File: src/rtl/jp_cmd_pkg.sv
package jp_cmd_pkg;

    // Symbol encodings carried on the two select lines.
    typedef enum logic [1:0] {
        SYM_RESET = 2'b00,
        SYM_ONE   = 2'b01,
        SYM_ZERO  = 2'b10,
        SYM_CLOCK = 2'b11
    } jp_sym_e;

    // Value the previous-symbol register holds out of reset.
    localparam logic [1:0] SYM_AT_RESET = SYM_CLOCK;

    function automatic logic is_low_pair(input logic [1:0] s);
        return (s == SYM_RESET) || (s == SYM_ONE);
    endfunction

endpackage

File: src/rtl/jp_sym_tracker.sv
module jp_sym_tracker
    import jp_cmd_pkg::*;
#(
    parameter int CTRL_W = 2
) (
    input  logic              clk,
    input  logic              rst_n,
    input  logic              wr_en,
    input  logic [1:0]        sym,
    input  logic [CTRL_W-1:0] mask,
    output logic              sym_change,
    output logic [CTRL_W-1:0] ctrl_idx
);

    typedef struct packed {
        logic [1:0]        prev;
        logic              step;
        logic [CTRL_W-1:0] ctrl;
    } trk_t;

    localparam logic [CTRL_W-1:0] CTRL_ONE = CTRL_W'(1);

    trk_t st_q, st_d;

    assign sym_change = wr_en && (sym != st_q.prev);
    assign ctrl_idx   = st_q.ctrl;

    always_comb begin
        st_d = st_q;
        if (sym_change) begin
            if (is_low_pair(sym)) begin
                if (st_q.prev[1]) begin
                    st_d.step = ~st_q.step;
                end
            end else if (sym == SYM_CLOCK) begin
                if (st_q.step) begin
                    st_d.step = 1'b0;
                    st_d.ctrl = (st_q.ctrl + CTRL_ONE) & mask;
                end
            end
            st_d.prev = sym;
        end
    end

    always_ff @(posedge clk or negedge rst_n) begin
        if (!rst_n) begin
            st_q.prev <= SYM_AT_RESET;
            st_q.step <= 1'b0;
            st_q.ctrl <= '0;
        end else begin
            st_q <= st_d;
        end
    end

    AST_REPEAT_HOLDS_CTRL: assert property (@(posedge clk) disable iff (!rst_n)
        (wr_en && sym == st_q.prev) |=> $stable(ctrl_idx));

    AST_CTRL_MOVES_ON_CLOCK: assert property (@(posedge clk) disable iff (!rst_n)
        !$stable(ctrl_idx) |-> $past(wr_en && sym == SYM_CLOCK));

    AST_CTRL_WITHIN_MASK: assert property (@(posedge clk) disable iff (!rst_n)
        !$stable(ctrl_idx) |-> ((ctrl_idx & ~$past(mask)) == '0));

endmodule

File: src/rtl/jp_bit_framer.sv
module jp_bit_framer
    import jp_cmd_pkg::*;
#(
    parameter int PKT_BITS = 128
) (
    input  logic                clk,
    input  logic                rst_n,
    input  logic                wr_en,
    input  logic [1:0]          sym,
    input  logic                sym_change,
    output logic [PKT_BITS-1:0] bits,
    output logic                valid
);

    localparam int IDX_W = $clog2(PKT_BITS + 2);
    localparam int POS_W = (PKT_BITS > 1) ? $clog2(PKT_BITS) : 1;
    localparam logic [IDX_W-1:0] FULL_IDX = IDX_W'(PKT_BITS);
    localparam logic [IDX_W-1:0] LOCK_IDX = IDX_W'(PKT_BITS + 1);
    localparam logic [IDX_W-1:0] IDX_ONE  = IDX_W'(1);

    typedef struct packed {
        logic                idle;
        logic [IDX_W-1:0]    idx;
        logic [PKT_BITS-1:0] bits;
        logic                valid;
    } frm_t;

    frm_t st_q, st_d;

    assign bits  = st_q.bits;
    assign valid = st_q.valid;

    always_comb begin
        st_d       = st_q;
        st_d.valid = 1'b0;
        if (wr_en && sym == SYM_RESET) begin
            st_d.idle = 1'b1;
            st_d.idx  = '0;
            st_d.bits = '0;
        end
        if (sym_change) begin
            if (!st_d.idle && st_d.idx == FULL_IDX && sym == SYM_ZERO) begin
                st_d.valid = 1'b1;
                st_d.idx   = LOCK_IDX;
            end
            if (st_d.idle || st_d.idx < FULL_IDX) begin
                if (sym == SYM_ONE) begin
                    if (!st_d.idle) begin
                        st_d.bits[st_d.idx[POS_W-1:0]] = 1'b1;
                    end
                end else if (sym == SYM_CLOCK) begin
                    if (st_d.idle) begin
                        st_d.idle = 1'b0;
                        st_d.idx  = '0;
                    end else begin
                        st_d.idx = st_d.idx + IDX_ONE;
                    end
                end
            end
        end
    end

    always_ff @(posedge clk or negedge rst_n) begin
        if (!rst_n) begin
            st_q.idle  <= 1'b1;
            st_q.idx   <= '0;
            st_q.bits  <= '0;
            st_q.valid <= 1'b0;
        end else begin
            st_q <= st_d;
        end
    end

    AST_STROBE_ONE_CYCLE: assert property (@(posedge clk) disable iff (!rst_n)
        valid |=> !valid);

    AST_STROBE_AFTER_FULL: assert property (@(posedge clk) disable iff (!rst_n)
        valid |-> (!st_q.idle && st_q.idx == LOCK_IDX));

    AST_RESET_SYMBOL_CLEARS: assert property (@(posedge clk) disable iff (!rst_n)
        (wr_en && sym == SYM_RESET) |=> (bits == '0 && st_q.idle));

    AST_LOCKED_STORE_FROZEN: assert property (@(posedge clk) disable iff (!rst_n)
        (!st_q.idle && st_q.idx == LOCK_IDX && !(wr_en && sym == SYM_RESET)) |=> $stable(bits));

    AST_REPEAT_KEEPS_STORE: assert property (@(posedge clk) disable iff (!rst_n)
        (wr_en && !sym_change && sym != SYM_RESET) |=> $stable(bits));

endmodule

File: src/rtl/jp_cmd_rx.sv
module jp_cmd_rx
    import jp_cmd_pkg::*;
#(
    parameter int PKT_BITS = 128,
    parameter int CTRL_W   = 2
) (
    input  logic                clk,
    input  logic                rst_n,
    input  logic                sel_wr,
    input  logic [1:0]          sel_val,
    input  logic [CTRL_W-1:0]   ctrl_mask,
    output logic [PKT_BITS-1:0] packet,
    output logic                packet_valid,
    output logic [CTRL_W-1:0]   ctrl_idx
);

    logic sym_change;

    jp_sym_tracker #(
        .CTRL_W (CTRL_W)
    ) u_tracker (
        .clk        (clk),
        .rst_n      (rst_n),
        .wr_en      (sel_wr),
        .sym        (sel_val),
        .mask       (ctrl_mask),
        .sym_change (sym_change),
        .ctrl_idx   (ctrl_idx)
    );

    jp_bit_framer #(
        .PKT_BITS (PKT_BITS)
    ) u_framer (
        .clk        (clk),
        .rst_n      (rst_n),
        .wr_en      (sel_wr),
        .sym        (sel_val),
        .sym_change (sym_change),
        .bits       (packet),
        .valid      (packet_valid)
    );

endmodule

File: config.mk
export PLATFORM = sky130hd
export DESIGN_NAME = jp_cmd_rx
export DESIGN_NICKNAME = d
export VERILOG_FILES = /design/src/rtl/jp_cmd_pkg.sv /design/src/rtl/jp_sym_tracker.sv /design/src/rtl/jp_bit_framer.sv /design/src/rtl/jp_cmd_rx.sv
export SDC_FILE = /design/constraint.sdc
export NUM_CORES = 1
export LEC_CHECK = 0
export CAP_MARGIN = 0
export CORE_UTILIZATION = 38
export CTS_BUF_LIST = sky130_fd_sc_hd__clkbuf_16
export DETAILED_ROUTE_END_ITERATION = 8
export SKIP_LAST_GASP = 1
export SLEW_MARGIN = 20
export SYNTH_ARGS = -nofsm -noshare
export SYNTH_HDL_FRONTEND = slang
export SYNTH_SLANG_ARGS = --single-unit
File: constraint.sdc
create_clock -name clk -period 2.6 [get_ports clk]
set_input_delay 0.52 -clock clk [delete_from_list [all_inputs] [get_ports clk]]
set_output_delay 0.52 -clock clk [all_outputs]
set_load 0.01 [all_outputs]
==> impl_metrics.yaml, run 1 <==
sta:
  fin_skew_ns: 0.00610
  setup_viol: 0
  timing.hold.ws_ns: 0.0448
  final_hold_viol_count: 0
  min_period_over_period_pct: 90.5
  crit_path_time_final_ns: 2.35
  max_clock_freq_ghz: 0.425
  rsz0062_at_grt: "false"
  timing.max_slew.rel_slack_pct: 51.9
  worstMarginPinSlew_ns: 0.722
  finalMaxSlewViolations: 0
grt:
  globalRoute.totalOverflow: 0
  via_count_of_the_first_global_routing_pass: 4687
  grt_start_max_net_pins: 99
  wire_length_of_the_first_global_routing_pass_mm: 26.9
  global_route.usage.total_pct: 20.0
  antenna_violations_before_repair: 0
clock_network:
  cts_tree: "yes"
  cts_inserted_buffers: 17
  htree_num_levels: 4
  clock_latency_at_the_later_pin_of_the_worst_skew_pair_ns: 0.42
  clk_root_buffer_cell: "clkbuf_16"
  clock_slew_at_the_register_clock_pins_of_the_worst_setup_and_hold_paths_ns: 0.06
  max-clock-path-buffers: 2
  clkSinkCount: 143
  cts_hold_buf: 0
route:
  iteration_0_drc_markers: 357
  detail_route.vias_per_cell: 5.02
  route.final.wire_length_mm: 17.1
  firstDrtPassIters: 4
  drc: 0
  vias: 4778
  drt.antenna.violating_nets: 0
  route.detailed.wl_per_inst_um: 18.0
synthesis:
  post_synth.cell_area_avg_um2: 9.63
  synth-simple-area-share_pct: 15.3
  synthCells: 695
  syn_area_um2: 6700
  seq_total_area_yosys_pct: 53.5
  synth_seq_cells: 143
  post_synth_mux_area_share_pct: 0.467
  mappedNetlistNets: 703
  synth_xor_xnor_area_share_pct: 0.262
  synth_compound_area_share_pct: 13.0
  post_synth_num_cell_types: 54
  yosys_warnings: 0
  adder_and_majority_gate_portion_of_the_synthesized_area_pct: 0.187
  synth_top_family_by_area: "buffers and inverters"
setup_path:
  critPathKind: "register to register"
  worst_ep_required_time_ns: 2.93
  worstPathArrival_ns: 2.69
  crit_path_start_kind: "register"
  setup.worst_path.end_class: "register"
  worst-path-max-fanout: 8
final_layout:
  antenna_diode_count: 0
  areaGrowthSynthToFinish_pct: 19.8
  post_route_cells_drive_above_1_share_pct: 9.92
  finish.utilization_pct: 46.5
  finish.net_count: 721
  n_fill_cell: 1597
  seq_area_um2: 3580
  multiInputGateArea_um2: 1960
floorplan:
  floorplan.die.width_um: 135
  die-height_um: 135
  start_util_pct: 38.8
  core_um2: 17200
  rows: 48
  io_pins: 138
  fp.dieArea_um2: 18200
status:
  result_of_the_run: "complete, no violations"
power_and_ir_drop:
  power.static_leakage_nw: 3.41
  power.ir.vdd_worst_mv: 0.452
  power_per_cell_area_nw_per_um2: 647
hold_path:
  hold_class: "input port to asynchronous set/reset pin"
placement:
  gpl.final_weighted_congestion: 0.839
  dp.final_hpwl_mm: 11.8
  port_buffers: 137
flow_run:
  max-cap-violations: 0
==> layout make-up <==
type / count / share of cell area (%)
tap: 225 / 3.51
timing repair buffer: 164 / 20.0
clock buffer: 17 / 5.31
sequential: 143 / 44.7
inverter: 5 / 0.234
clock inverter: 15 / 1.84
multi-input combinational: 382 / 24.4
==> cell usage in the layout (no fill, tap or decap), types with 3 or more instances in the layout <==
master	netlist	routed
clkinvlp_4	0	7
clkbuf_16	0	17
nand4_1	4	4
nand2_1	153	153
clkdlybuf4s50_1	0	136
o21ai_0	117	117
buf_4	130	24
a21oi_1	4	4
nor3_1	5	5
o31ai_1	9	9
nand3_1	9	9
nand2b_1	5	5
dfstp_2	3	3
a31oi_1	4	4
o21ai_1	6	6
nor2b_1	3	3
inv_1	5	7
and2_1	3	3
dfrtp_1	140	140
nor2_1	16	16
==> registers in the layout, indices dropped and copies added, names as in the netlist <==
register	cells
u_framer.st_q	9
u_tracker.st_q	3
u_framer.bits	128
u_framer.valid	1
u_tracker.ctrl_idx	2
==> layer usage <==
| metal | global-route usage, % | wire length [um] |
|---|---|---|
| met1 | 27.4 | 7570 |
| met2 | 31.2 | 8260 |
| met3 | 4.47 | 975 |
| met4 | 7.24 | 281 |
| met5 | 0 | 0 |
==> report_power, final <==
part	switching [mW]	leakage, nW	internal (mW)	total [mW]
clock	0.935	0.266	1.40	2.34
combinational	0.304	1.16	0.188	0.492
sequential	0.0769	1.98	2.29	2.36
total	1.32	3.41	3.87	5.19
==> worst max-delay path: stages (launching register included) <==
cell     delay [ns]
dfrtp_1        0.46
or4_4          0.56
nor3_4         0.19
a21oi_1        0.09
nor2_1         0.12
ha_1           0.20
and4_1         0.24
and3_1         0.16
a31oi_1        0.08
nor3_1         0.17
==> path summary, 6_finish.rpt <==
kind / slack (ns) / cells after the start / endpoint / from
min in group clk: 0.48 / 2 / u_framer.bits[20] / u_framer.bits[20]
worst max-delay path: 0.25 / 9 / u_framer.st_q[133] / u_framer.st_q[134]
worst max register to register: 0.25 / 9 / u_framer.st_q[133] / u_framer.st_q[134]
worst min-delay path: 0.04 / 1 / u_framer.bits[70] / rst_n
max in group asynchronous: 1.84 / 2 / u_framer.bits[95] / rst_n
worst min register to register: 0.48 / 2 / u_framer.bits[20] / u_framer.bits[20]
==> what timing repair did <==
item                                    in CTS  in global routing
endpoints found under the setup margin       0                  1
buffers inserted                             0                  0
resized for setup                            0                  1
==> cells by family (layout without fill, tap and decap cells) <==
kind of cell	after synthesis	after routing
AOI/OAI and AO/OA	155	155
xor gates and xnor gates	2	2
adders and majority gates	1	1
buffers and inverters	170	201
DFF	143	143
muxes	3	3
and+or+nand+nor	221	221
==> synthesized netlist by cell type, drive strengths merged <==
cell type	number	area (um^2)
nor4b	2	23.8
o31a	1	8.76
nor4	1	6.26
nand4b	4	65.1
and3	2	12.5
ha	1	12.5
o31ai	9	67.6
and2	4	25.0
nand4	4	25.0
or3b	1	8.76
clkbuf	25	93.8
nor2b	3	18.8
o211a	1	10.0
a41oi	1	8.76
o41ai	1	8.76
nand2	153	574
mux2i	2	20.0
nand4bb	1	11.3
nand3	10	55.1
xor2	2	17.5
dfrtp	140	3500
nor2	16	60.1
o211ai	2	28.8
nand2b	5	31.3
nor3b	2	15.0
and4	1	8.76
a21oi	4	20.0
dfstp	3	78.8
inv	5	18.8
or4	1	11.3
o21bai	1	7.51
a311oi	2	17.5
buf	140	1040
o21ai	123	616
o22ai	1	6.26
a211oi	1	7.51
mux2	1	11.3
nand3b	2	15.0
or2	2	12.5
o21a	1	7.51
nor3	6	41.3
a31oi	4	25.0
a21o	1	7.51
a32o	2	20.0
or3	1	6.26
==> metrics by stage <==
stage | setup WS, ns | instance area, um^2 | total power [mW] | instances | TNS [ns]
6_report | 0.246 | 8020 | 5.19 | 951 | 0
5_1_grt | 0.00443 | 8020 | 5.40 | 951 | 0
4_1_cts | 0.132 | 8010 | 5.23 | 951 | 0
3_5_place_dp | -0.300 | 7440 | 2.90 | 919 | -9.12
3_3_place_gp | -0.136 | 7440 | 2.88 | 919 | -5.15
2_1_floorplan | 0.0939 | 6700 | 2.70 | 695 | 0
No activity file was read; power rests on OpenSTA's default activity.
==> run 2, diff against run 1 <==
--- a/config.mk
+++ b/config.mk
@@ -9,6 +9,7 @@
 export CORE_UTILIZATION = 38
 export CTS_BUF_LIST = sky130_fd_sc_hd__clkbuf_16
 export DETAILED_ROUTE_END_ITERATION = 8
+export PLACE_DENSITY_LB_ADDON = 0.25
 export SKIP_LAST_GASP = 1
 export SLEW_MARGIN = 20
 export SYNTH_ARGS = -nofsm -noshare
==> constraint.sdc (replaced) <==
create_clock -name clk -period 2.6 [get_ports clk]
set_input_delay 0.26 -clock clk [delete_from_list [all_inputs] [get_ports clk]]
set_output_delay 0.26 -clock clk [all_outputs]
set_load 0.01 [all_outputs]
==> impl_metrics.yaml, run 2 (synthesis gave the netlist of run 1 again) <==
status:
  result_of_the_run: "complete, no violations"
sta:
  worstMarginPinSlew_ns: 0.642
  fin_skew_ns: 0.00623
  final_hold_viol_count: 0
  min_period_over_period_pct: 88.1
  setup_viol: 0
  setup_total_negative_slack_ns: 0
  post-route-worst-setup-slack_ns: 0.310
  crit_path_time_final_ns: 2.29
  rsz0062_at_grt: "false"
  finalMaxSlewViolations: 0
  timing.max_slew.rel_slack_pct: 57.2
  max_clock_freq_ghz: 0.437
final_layout:
  n_fill_cell: 1598
  areaGrowthSynthToFinish_pct: 20.1
  layout.cells.most_common_list: "153 x nand2_1, 140 x dfrtp_1, 136 x clkdlybuf4s50_1"
  fin_cells: 950
  biggestRegsByFlops: "u_framer.bits: 128 flops, u_framer.st_q: 9 flops, u_tracker.st_q: 3 flops"
  post_route_cells_drive_above_1_share_pct: 9.24
  layout_commonest_cell: "nand2_1"
  finish.net_count: 720
  max_reg_flops: 128
  antenna_diode_count: 0
  largest_register_by_flop_count: "u_framer.bits"
  multiInputGateArea_um2: 1960
  seq_area_um2: 3580
  final_area_um2: 8040
setup_path:
  worst_ep_required_time_ns: 2.94
  critPathKind: "register to register"
  worst-path-max-fanout: 8
  worstPathArrival_ns: 2.63
  setup.worst_path.end_class: "register"
  crit_path_start_kind: "register"
grt:
  grt_start_max_net_pins: 139
  via_count_of_the_first_global_routing_pass: 4699
  global_route.usage.total_pct: 20.3
  globalRoute.totalOverflow: 0
  wire_length_of_the_first_global_routing_pass_mm: 27.5
  antenna_violations_before_repair: 0
floorplan:
  fp.dieArea_um2: 18200
  floorplan.die.width_um: 135
  rows: 48
  die-height_um: 135
  core_um2: 17200
  io_pins: 138
  start_util_pct: 38.8
placement:
  place_worst_setup_slack_ns: 0.337
  placed_standard_cell_area_um2: 7430
  dp.final_hpwl_mm: 11.9
  port_buffers: 137
  dpl.cell_count: 917
  gpl.final_weighted_congestion: 0.878
hold_path:
  hold_class: "input port to asynchronous set/reset pin"
power_and_ir_drop:
  switching_power_mw: 1.30
  power.static_leakage_nw: 3.44
  cell_internal_pwr_mw: 4.05
  combinationalPowerShare_pct: 8.7
  power.ir.vdd_worst_mv: 0.499
  clockPowerShare_pct: 46.6
  power_per_cell_area_nw_per_um2: 666
  switching_share_pct: 24.3
  power.sequential.fraction_pct: 44.6
clock_network:
  clock_slew_at_the_register_clock_pins_of_the_worst_setup_and_hold_paths_ns: 0.06
  htree_num_levels: 4
  cts_inserted_buffers: 17
  cts_post_setup_buffers_inserted: 0
  max-clock-path-buffers: 2
  clock_latency_at_the_later_pin_of_the_worst_skew_pair_ns: 0.42
  cts_tree: "yes"
  clkSinkCount: 143
  clk_root_buffer_cell: "clkbuf_16"
route:
  firstDrtPassIters: 4
  iteration_0_drc_markers: 425
  drt.antenna.violating_nets: 0
  route.detailed.wl_per_inst_um: 18.8
  detail_route.vias_per_cell: 5.09
  drc: 0
  route.final.wire_length_mm: 17.8
  vias: 4839
flow_run:
  max-cap-violations: 0
## run 2: metal layers
layer | GRT usage [%] | vias to the layer above | wire, um
met2 | 31.2 | 172 | 8380
met3 | 4.24 | 29 | 1040
met1 | 28.3 | 2415 | 8030
met4 | 7.37 | 0 | 364
li1 | - | 2223 | -
met5 | 0 | - | 0
## run 2: power groups by stage
stage               combinational, mW  sequential, mW  clock (mW)
CTS                             0.470            2.39        2.53
floorplan                       0.332            2.37           0
detailed placement              0.468            2.42           0
global placement                0.464            2.42           0
global route                    0.518            2.40        2.64
finish                          0.467            2.39        2.50
## run 2: layout make-up
type,count,share of cell area [%]
flip-flops and latches,143,44.6
repair buffers,163,19.8
inverters,5,0.233
well taps,225,3.50
clock buffers,17,5.29
multi-input cells,382,24.4
clock inverters,15,2.19
## run 2: worst paths after layout
| check | startpoint | end | slack, ns | cells after the start |
|---|---|---|---|---|
| setup / recovery | u_framer.st_q[134] | u_framer.st_q[133] | 0.31 | 9 |
| hold / removal | rst_n | u_framer.bits[71] | 0.39 | 2 |
| setup reg to reg | u_framer.st_q[134] | u_framer.st_q[133] | 0.31 | 9 |
| hold reg to reg | u_framer.bits[102] | u_framer.bits[102] | 0.47 | 2 |
| max in group asynchronous | rst_n | u_framer.st_q[137] | 1.42 | 3 |
| min in group clk | ctrl_mask[0] | u_tracker.ctrl_idx[0] | 0.40 | 3 |
## run 2: per-stage QoR
step / hold WS, ns / power, mW / util (%)
3_5_place_dp: 0.299 / 2.89 / 43.1
6_report: 0.392 / 5.35 / 46.6
5_1_grt: 0.452 / 5.55 / 46.6
3_3_place_gp: 0.292 / 2.88 / 43.1
4_1_cts: 0.395 / 5.39 / 46.6
2_1_floorplan: -0.0356 / 2.70 / -
## run 2: critical path, stage by stage, from the launching register on
cell	delay, ns
dfrtp_1	0.45
or4_4	0.55
nor3_4	0.20
a21oi_1	0.09
nor2_1	0.12
ha_1	0.19
and4_1	0.21
and3_1	0.16
a31oi_1	0.08
nor3_1	0.17
## run 2: timing repair
action                                 4_1_cts  5_1_grt
hold buffers                                 1        0
resized for setup                            0        0
endpoints found under the hold margin       60        0
==> run 3, diff against run 2 <==
--- a/config.mk
+++ b/config.mk
@@ -6,7 +6,7 @@
 export NUM_CORES = 1
 export LEC_CHECK = 0
 export CAP_MARGIN = 0
-export CORE_UTILIZATION = 38
+export CORE_UTILIZATION = 52
 export CTS_BUF_LIST = sky130_fd_sc_hd__clkbuf_16
 export DETAILED_ROUTE_END_ITERATION = 8
 export PLACE_DENSITY_LB_ADDON = 0.25
==> impl_metrics.yaml, run 3 (synthesis gave the netlist of run 1 again) <==
route:
  firstDrtPassIters: 5
  vias: 4814
  detail_route.vias_per_cell: 5.42
  route.final.wire_length_mm: 16.1
  route.detailed.wl_per_inst_um: 18.1
  drc: 0
  iteration_0_drc_markers: 463
  drt.antenna.violating_nets: 0
power_and_ir_drop:
  combinationalPowerShare_pct: 9.2
  switching_power_mw: 1.25
  power.static_leakage_nw: 3.36
  power_per_cell_area_nw_per_um2: 637
  cell_internal_pwr_mw: 3.73
  power.sequential.fraction_pct: 47.8
  p_total_mw: 4.98
  clockPowerShare_pct: 43.0
  switching_share_pct: 25.1
  power.ir.vdd_worst_mv: 0.427
clock_network:
  max-clock-path-buffers: 2
  cts_inserted_buffers: 17
  cts_tree: "yes"
  clk_root_buffer_cell: "clkbuf_16"
  clkSinkCount: 143
  clock_slew_at_the_register_clock_pins_of_the_worst_setup_and_hold_paths_ns: 0.06
  htree_num_levels: 4
  clock_latency_at_the_later_pin_of_the_worst_skew_pair_ns: 0.42
sta:
  timing.max_slew.rel_slack_pct: 60.2
  post-route-worst-setup-slack_ns: 0.221
  worstMarginPinSlew_ns: 0.597
  setup_total_negative_slack_ns: 0
  crit_path_time_final_ns: 2.38
  finalMaxSlewViolations: 0
  min_period_over_period_pct: 91.5
  setup_viol: 0
  final_hold_viol_count: 0
  rsz0062_at_grt: "false"
  timing.hold.ws_ns: 0.330
  fin_skew_ns: 0.00404
  max_clock_freq_ghz: 0.420
setup_path:
  worst-path-max-fanout: 8
  worst_ep_required_time_ns: 2.93
  timing.reg2reg.worst_path_depth: 9
  critPathKind: "register to register"
  worstPathArrival_ns: 2.71
  crit_path_start_kind: "register"
  setup.worst_path.end_class: "register"
final_layout:
  n_fill_cell: 1052
  max_reg_flops: 128
  multiInputGateArea_um2: 1960
  antenna_diode_count: 0
  biggestRegsByFlops: "u_framer.bits: 128 flops, u_framer.st_q: 9 flops, u_tracker.st_q: 3 flops"
  largest_register_by_flop_count: "u_framer.bits"
  seq_area_um2: 3580
  areaGrowthSynthToFinish_pct: 16.9
  post_route_cells_drive_above_1_share_pct: 7.82
  layout_commonest_cell: "nand2_1"
  fin_cells: 888
  layout.cells.most_common_list: "153 x nand2_1, 140 x dfrtp_1, 136 x clkdlybuf4s50_1"
  finish.net_count: 713
  final_area_um2: 7830
  finish.utilization_pct: 62.3
grt:
  global_route.usage.total_pct: 25.3
  wire_length_of_the_first_global_routing_pass_mm: 24.9
  grt_start_max_net_pins: 139
  antenna_violations_before_repair: 0
  globalRoute.totalOverflow: 0
  via_count_of_the_first_global_routing_pass: 4508
floorplan:
  fp.dieArea_um2: 13300
  io_pins: 138
  start_util_pct: 53.3
  rows: 41
  floorplan.die.width_um: 115
  core_um2: 12600
  die-height_um: 115
placement:
  placed_standard_cell_area_um2: 7310
  port_buffers: 137
  dp.final_hpwl_mm: 10.8
  place_worst_setup_slack_ns: -0.00964
  gpl.final_weighted_congestion: 0.888
  dpl.cell_count: 857
status:
  result_of_the_run: "complete, no violations"
hold_path:
  hold_class: "input port to asynchronous set/reset pin"
flow_run:
  max-cap-violations: 0
==> run 3: area by class of cell <==
cell class | instances | share of cell area, %
flip-flops and latches | 143 | 45.8
clock inverters | 13 | 1.10
inverters | 5 | 0.240
well taps | 172 | 2.75
multi-input cells | 382 | 25.0
clock buffers | 17 | 5.43
repair buffers | 156 | 19.7
==> run 3: layer usage <==
metal	track usage (%)	part of all wire (%)	up-vias
li1	-	-	2222
met1	35.1	43	2369
met2	38.7	49	197
met3	6.22	6.6	26
met4	9.61	1.9	0
met5	0	0	-
==> run 3: power groups by stage <==
stage               Sequential, mW  Clock, mW  Combinational [mW]
detailed placement            2.42          0               0.456
floorplan                     2.37          0               0.332
CTS                           2.38       2.17               0.460
finish                        2.38       2.14               0.458
global placement              2.41          0               0.450
global route                  2.39       2.26               0.505
==> run 3: worst paths after layout <==
path,to,slack (ns),from
worst max-delay path,u_framer.st_q[133],0.22,u_framer.st_q[134]
worst min-delay path,u_framer.bits[107],0.33,rst_n
worst max register to register,u_framer.st_q[133],0.22,u_framer.st_q[134]
worst min register to register,u_framer.bits[101],0.47,u_framer.bits[101]
max in group asynchronous,u_framer.bits[24],1.46,rst_n
min in group clk,u_tracker.ctrl_idx[0],0.41,ctrl_mask[0]
==> run 3: timing repair <==
action | 4_1_cts | 5_1_grt
resized for setup | 0 | 0
hold buffers | 1 | 0
setup buffers | 0 | 0
hold endpoints to repair | 45 | 0
==> run 3: worst max-delay path: stages (launching register included) <==
cell and delay [ns]:
dfrtp_1 0.46, or4_4 0.57, nor3_4 0.20, a21oi_1 0.09, nor2_1 0.12, ha_1 0.21, and4_1 0.22, and3_1 0.15
a31oi_1 0.08, nor3_1 0.19
